## src/rtl/ser_frame_pkg.sv

```systemverilog
package ser_frame_pkg;

    parameter int unsigned PAYLOAD_W  = 24;
    parameter int unsigned BOUNDARY_W = 2;
    parameter int unsigned FRAME_W    = PAYLOAD_W + BOUNDARY_W;

    // boundary marker leads each frame, first bit at the MSB
    parameter logic [BOUNDARY_W-1:0] BOUNDARY_PAT = 2'b10;

    typedef enum logic [1:0] {
        TX_OFF  = 2'd0,
        TX_IDLE = 2'd1,
        TX_SEND = 2'd2
    } tx_state_e;

    typedef struct packed {
        logic [PAYLOAD_W-1:0] word;
        logic                 pending;
    } hold_t;

    function automatic logic [FRAME_W-1:0] build_frame(input hold_t h);
        logic [PAYLOAD_W-1:0] body;
        body = h.pending ? h.word : '0;
        return {BOUNDARY_PAT, body};
    endfunction

endpackage

```

## src/rtl/strobe_sync.sv

```systemverilog
module strobe_sync #(
    parameter int unsigned STAGES = 2
) (
    input  logic clk,
    input  logic rst,
    input  logic strobe_i,
    output logic rise_o
);
    // STAGES flops for metastability plus one for the edge compare
    logic [STAGES:0] chain;

    always_ff @(posedge clk) begin
        if (rst) begin
            chain <= '0;
        end else begin
            chain <= {chain[STAGES-1:0], strobe_i};
        end
    end

    assign rise_o = chain[STAGES-1] & ~chain[STAGES];
endmodule

```

## src/rtl/word_holder.sv

```systemverilog
module word_holder
    import ser_frame_pkg::*;
(
    input  logic                 clk,
    input  logic                 rst,
    input  logic                 enable_i,
    input  logic                 ready_i,
    input  logic                 rise_i,
    input  logic                 take_i,
    input  logic [PAYLOAD_W-1:0] word_i,
    output hold_t                hold_o,
    output logic                 overrun_o
);
    hold_t slot;
    logic  ovr;
    logic  capture;

    assign capture = enable_i & ready_i & rise_i;

    always_ff @(posedge clk) begin
        if (rst) begin
            slot <= '0;
            ovr  <= 1'b0;
        end else if (!enable_i) begin
            slot.pending <= 1'b0;
            ovr          <= 1'b0;
        end else if (capture) begin
            slot.word    <= word_i;
            slot.pending <= 1'b1;
            if (slot.pending && !take_i) begin
                ovr <= 1'b1;
            end
        end else if (take_i) begin
            slot.pending <= 1'b0;
        end
    end

    assign hold_o    = slot;
    assign overrun_o = ovr;
endmodule

```

## src/rtl/frame_shifter.sv

```systemverilog
module frame_shifter
    import ser_frame_pkg::*;
(
    input  logic               clk,
    input  logic               rst,
    input  logic               enable_i,
    input  logic               frame_start_i,
    input  logic [FRAME_W-1:0] frame_i,
    input  logic               frame_valid_i,
    output logic               take_o,
    output logic               ser_o,
    output logic               valid_o
);
    localparam int unsigned CNT_W = $clog2(FRAME_W);
    localparam logic [CNT_W-1:0] LAST_BIT = CNT_W'(FRAME_W - 1);

    tx_state_e          state;
    logic [FRAME_W-1:0] shreg;
    logic [CNT_W-1:0]   bit_cnt;
    logic               valid_q;

    assign take_o = enable_i & frame_start_i;

    always_ff @(posedge clk) begin
        if (rst) begin
            state   <= TX_OFF;
            shreg   <= '0;
            bit_cnt <= '0;
            valid_q <= 1'b0;
        end else if (!enable_i) begin
            state   <= TX_OFF;
            shreg   <= '0;
            bit_cnt <= '0;
            valid_q <= 1'b0;
        end else if (frame_start_i) begin
            state   <= TX_SEND;
            shreg   <= frame_i;
            bit_cnt <= '0;
            valid_q <= frame_valid_i;
        end else begin
            case (state)
                TX_SEND: begin
                    shreg <= {shreg[FRAME_W-2:0], 1'b0};
                    if (bit_cnt == LAST_BIT) begin
                        state   <= TX_IDLE;
                        bit_cnt <= '0;
                        valid_q <= 1'b0;
                    end else begin
                        bit_cnt <= bit_cnt + 1'b1;
                    end
                end
                TX_OFF:  state <= TX_IDLE;
                default: state <= TX_IDLE;
            endcase
        end
    end

    assign ser_o   = shreg[FRAME_W-1];
    assign valid_o = valid_q;
endmodule

```

## src/rtl/ser_frame_tx.sv

```systemverilog
module ser_frame_tx
    import ser_frame_pkg::*;
#(
    parameter int unsigned SYNC_STAGES = 2
) (
    input  logic                 clk,
    input  logic                 rst,
    input  logic                 tx_enable,
    input  logic                 clk_ready,
    input  logic                 frame_start,
    input  logic                 strobe,
    input  logic [PAYLOAD_W-1:0] word_in,
    output logic                 ser_out,
    output logic                 data_valid,
    output logic                 word_clk_out,
    output logic                 overrun
);
    logic               strobe_rise;
    logic               take;
    hold_t              hold;
    logic [FRAME_W-1:0] next_frame;

    strobe_sync #(.STAGES(SYNC_STAGES)) u_sync (
        .clk      (clk),
        .rst      (rst),
        .strobe_i (strobe),
        .rise_o   (strobe_rise)
    );

    word_holder u_hold (
        .clk       (clk),
        .rst       (rst),
        .enable_i  (tx_enable),
        .ready_i   (clk_ready),
        .rise_i    (strobe_rise),
        .take_i    (take),
        .word_i    (word_in),
        .hold_o    (hold),
        .overrun_o (overrun)
    );

    assign next_frame = build_frame(hold);

    frame_shifter u_shift (
        .clk           (clk),
        .rst           (rst),
        .enable_i      (tx_enable),
        .frame_start_i (frame_start),
        .frame_i       (next_frame),
        .frame_valid_i (hold.pending),
        .take_o        (take),
        .ser_o         (ser_out),
        .valid_o       (data_valid)
    );

    // receive side stays parked with its word clock high while sending
    assign word_clk_out = tx_enable;
endmodule

```

## config.mk

```make
export PLATFORM = sky130hd
export DESIGN_NAME = ser_frame_tx
export DESIGN_NICKNAME = d
export VERILOG_FILES = /design/src/rtl/ser_frame_pkg.sv /design/src/rtl/strobe_sync.sv /design/src/rtl/word_holder.sv /design/src/rtl/frame_shifter.sv /design/src/rtl/ser_frame_tx.sv
export SDC_FILE = /design/constraint.sdc
export NUM_CORES = 1
export LEC_CHECK = 0
export ABC_AREA = 0
export CAP_MARGIN = 10
export CORE_ASPECT_RATIO = 0.8
export CORE_MARGIN = 1
export CORE_UTILIZATION = 43
export DETAILED_ROUTE_END_ITERATION = 10
export GPL_ROUTABILITY_DRIVEN = 0
export HOLD_SLACK_MARGIN = 0.15
export MAX_ROUTING_LAYER = met4
export PLACE_DENSITY = 0.63
export SLEW_MARGIN = 0
export SYNTH_ARGS = -nofsm -noshare
export SYNTH_HDL_FRONTEND = slang
export SYNTH_HIERARCHICAL = 1
export SYNTH_SLANG_ARGS = --single-unit
```

## constraint.sdc

```tcl
create_clock -name clk -period 1.6 [get_ports clk]
set_input_delay 0.32 -clock clk [delete_from_list [all_inputs] [get_ports clk]]
set_output_delay 0.32 -clock clk [all_outputs]
set_load 0.005 [all_outputs]
```

* Word level (Yosys, flattened, before mapping) *
Cells that the tools add are included.
W data, S select, Z words.

storage, ports and cells
  word-level logic and storage cells = 43
  register bits = 63
  output and inout port bits = 4

operators by class
  bitwise logic cells = 6
  mux-type cells = 12
  add/subtract/negate cells = 1
  reduce and logical (&&, ||, !) cells = 10
  equality and inequality tests = 4

operators with widths
  operator               count
  $mux W26               2
  $mux W24               1
  $mux W2                3
  $reduce_and A2 Y1      3
  $reduce_bool A2 Y1     3
  $add A5 B1 Y5 const B  1
  $eq A5 B5 Y1 const B   1
  $mux W1                5
  $mux W5                1
  $and A1 B1 Y1          4
  $ne A3 B2 Y1 const B   1
  $reduce_or A3 Y1       1
  $eq A2 B2 Y1 const B   1
  $ne A2 B1 Y1 const B   1
  $not A1 Y1             2
  $reduce_or A2 Y1       1
  $logic_and A1 B1 Y1    1
  $logic_not A1 Y1       1

* Depth between registers and ports, before layout *
  word-level depth = 4
  gate-level depth with buffers = 5
  mapped depth without buffers = 5

* Cells and area by module *
Netlist, hierarchy kept.

by module, submodules not included
  module         area an instance (um2)  seq. area each (um2)  cells an instance  times used
  frame_shifter  1520.2                  680.7                 185                1
  word_holder    1178.6                  520.5                 114                1
  ser_frame_tx   210.2                   0.0                   29                 1
  strobe_sync    87.6                    60.1                  7                  1

* Worst setup path before layout *
No wires, ideal clock.

  kind = flip-flop to flip-flop
  start point = register u_shift.bit_cnt[0]
  end point = register u_shift.bit_cnt[4]
  path buffers = 0
  stages on the path, launching flop included = 5
  clock period less this slack = 1145 ps
  required time = 1530 ps
  slack = 455 ps
  data arrival time = 1075 ps
  cells stage by stage = dfxtp_1 -> ha_1 -> nand3b_1 -> or3_1 -> a21oi_1

on the way
  cells in the longest elaborated chain, start to end = 2
  elaborated cells between the ends (all ways) = 3
  those cells by class = 1 x add/sub; 1 x eq/ne; 1 x mux

ends and longest elaborated chain
  element                                               line                                      RTL
  start, declared                                       frame_shifter.sv:19                       logic [CNT_W-1:0] bit_cnt;
  start signal, assigned                                frame_shifter.sv:49                       bit_cnt <= bit_cnt + 1'b1;
  $add A5 B1 Y5 / $eq A5 B5 Y1 (equally long branches)  frame_shifter.sv:49, frame_shifter.sv:44
  $mux W5 (*)                                           frame_shifter.sv:44                       if (bit_cnt == LAST_BIT) begin

Every way passes the cells marked *; elsewhere a longest branch is shown, timed or not.
A chain may end at the register's enable or synchronous reset.

* Worst setup path in the final report *
  start point = register u_hold.ovr (netlist: u_hold/overrun_o)
  end point = output overrun

RTL lines
  element                 line                RTL
  start, declared         word_holder.sv:15   logic ovr;
  start signal, assigned  word_holder.sv:23   ovr <= 1'b0;
  start signal, assigned  word_holder.sv:26   ovr <= 1'b0;
  start signal, assigned  word_holder.sv:31   ovr <= 1'b1;
  end, declared           ser_frame_tx.sv:16  output logic overrun

No word-level cell between the ends.

==> impl_metrics.ini <==
[power]
pwr-share-clk = 0.422
power_density_nw_per_um2 = 911.0
ir_worst_vdd_mv = 0.4779
p_seq_frac = 0.489
switchingPower_mw = 0.7834
p_int_mw = 2.525
p_leak_nw = 1.244
swShare = 0.2368
p_comb_frac = 0.090

[layout]
layout-drive-gt1-share = 0.1543
num-nets-final = 403
final_cells = 460
final_area_um2 = 3631
n_antenna_cell = 0
final_cell_mix = 63 x dfxtp_1, 56 x nand2_1, 52 x nand2b_1
syn_to_final_growth_pct = 21.17
final_common_cell = dfxtp_1

[synthesis]
synth_seq_cells = 63
yosysSeqAreaShare = 0.4209
synth_top_cell_by_area = dfxtp_1
synth_nets = 367
avgSynthCellArea_um2 = 8.945
postSynthCellCount = 335
synth_top_area_share = 0.4209
synth_area_leaders = dfxtp_1 42%, nand2b_1 11%, mux2i_1 8.0%
synth_top_flop_cell = dfxtp_1
synth_cell_type_count = 34
synth_warnings = 6
synth-edff-count = 0
async_flop_share = 0
synth_area_um2 = 2997

[place]
placed_area_um2 = 3433
dp_hpwl_um = 3624
dpl.cell_count = 444
portBuffers = 33
pre_cts_ws_ps = -40.11

[setup_path]
critical_path_arrival_ps = 1210
rrSetupSlack_ps = 250
crit_path_start_kind = register
crit_path_end_kind = output port
path_buf_inv = 1
critical_path.max_stage_delay_ps = 510
rr_worst_depth = 4
r2r_start = u_shift/bit_cnt[0]
worstPathRequired_ps = 1280
startpoint = u_hold/overrun_o
path_cells = clkdlybuf4s50_1
cp_slowest_cell = clkdlybuf4s50_1
regToRegEndpoint = u_shift/bit_cnt[4]
crit_family = buffers and inverters
crit_fanout = 2
critical_path_class = register to output port

[die]
die_h_um = 76.67
rows = 26
die_w_um = 95.34
start_util = 0.4560
dieArea_um2 = 7309
core_um2 = 6571
ios = 34

[timing]
worst_slack_ps = 74.55
slew_violations = 0
setup_viol = 0
period_minus_slack_ps = 1525
clock_skew_ps = 9.961
fmax_mhz = 655.5
hold_viol_final = 0
rsz0062_at_grt = false
finalSetupTns_ps = 0
timing.final.crit_share = 0.9534

[cts]
cts_root_buf = clkbuf_8
clockBufferDepth = 2
clk_pin_slew_ps = 70
clk_latency_ps = 350
cts_sinks = 63
cts_tree = done
cts_buffers = 9
post_cts_buffers = 0
h-tree-depth = 3
hold_buffers = 0

[outcome]
outcome = completed

[route]
drt-pass1-iter-count = 4
drtIter0Drc = 96
highest_layer = met4
avgRoutedWirePerCell_um = 12.48
antenna_left = 0
totalWireLength_um = 5739
m1WireLength_um = 2926
dr_wl_met2_um = 2457
vias = 2251
drc = 0
viasPerCell = 4.893
met3_length_um = 279

[grt]
grt_overflow = 0
grt_max_degree = 39
grt_use_total = 0.1809
antenna_found_initial = 0
grt_pass1_vias = 2152
grt_pass1_wl_um = 9846

[flow_run]
cap_violations = 0

[hold_path]
hold_class = register to register
whs_path_depth = 1
hp-start = u_sync/chain[0]
hold_path_end = u_sync/chain[1]
==> layout make-up <==
class                      instances  area, um^2
multi-input combinational        245        1551
clock inverter                     5       57.56
clock buffer                      11       141.4
tap                               84       105.1
timing repair buffer              50       506.7
fill                             631        2940
sequential                        63        1261
inverter                           2       7.507
==> worst reg2reg max path: cells and delay by family, from the launching register on <==
kind,cells,cell delay (ps)
and+or+nand+nor,1,250
adders and majority gates,1,170
DFF,1,400
AOI/OAI and AO/OA,2,410
==> state kept, by name, summed over array words and instances, names as in the netlist <==
name / flops
u_shift/state: 2
u_sync/chain: 3
u_shift/shreg: 26
u_hold/hold_o: 25
u_hold/overrun_o: 1
u_shift/bit_cnt: 5
u_shift/valid_o: 1
==> what timing repair did <==
item                       4_1_cts  5_1_grt
hold endpoints to repair         0        0
gates resized for setup          1        0
setup endpoints to repair        1        0
==> metal layers <==
layer,up-vias,track usage
li1,1183,-
met1,1013,0.2254
met2,48,0.2621
met3,7,0.07341
met4,0,0.06364
met5,-,-
==> cell families (layout without fill, tap and decap cells) <==
kind of cell / after synthesis / in the layout / synth area share
AO/OA/AOI/OAI: 39 / 39 / 0.1132
XOR/XNOR: 1 / 1 / 0.002923
adder cells (fa/ha/maj): 2 / 2 / 0.008349
buffers and inverters: 27 / 68 / 0.06138
flip-flops: 63 / 63 / 0.4209
multiplexers: 24 / 24 / 0.08017
other: 2 / 2 / 0.002506
AND/OR/NAND/NOR: 177 / 177 / 0.3106
==> Yosys cell counts (3+ instances only) <==
| cell type | instances |
|---|---|
| mux2i_1 | 24 |
| nand2_1 | 56 |
| nand2b_1 | 52 |
| clkbuf_1 | 7 |
| nor2_1 | 27 |
| a21oi_1 | 6 |
| nand3_1 | 3 |
| buf_2 | 10 |
| a21boi_1 | 3 |
| a311oi_1 | 19 |
| and2_1 | 7 |
| nand3b_1 | 4 |
| nor2b_1 | 3 |
| and2_2 | 18 |
| a311oi_2 | 6 |
| dfxtp_1 | 63 |
| buf_6 | 4 |
==> worst max-delay path by stage <==
stage,to,depth (start not counted)
after global placement,word_clk_out,2
after CTS,overrun,1
after detailed placement,word_clk_out,2
final,overrun,1
after global routing,overrun,1
after floorplan,u_shift/bit_cnt[4],4
==> per-stage QoR <==
stage	hold slack [ps]	power, mW	utilization
after floorplan	391.6	1.816	-
after global placement	428.6	1.948	0.5225
after global routing	464.6	3.456	0.5526
final	446.9	3.308	0.5526
after CTS	451.0	3.345	0.5526
after detailed placement	447.1	1.952	0.5225
==> power by group through the flow <==
stage	Combinational, mW	Sequential [mW]	Clock, mW
after floorplan	0.167	1.65	0
after global placement	0.296	1.65	0
after detailed placement	0.300	1.65	0
after CTS	0.300	1.62	1.43
after global routing	0.328	1.62	1.51
final	0.297	1.62	1.39
Note: power is estimated with default switching activity, not from simulation.
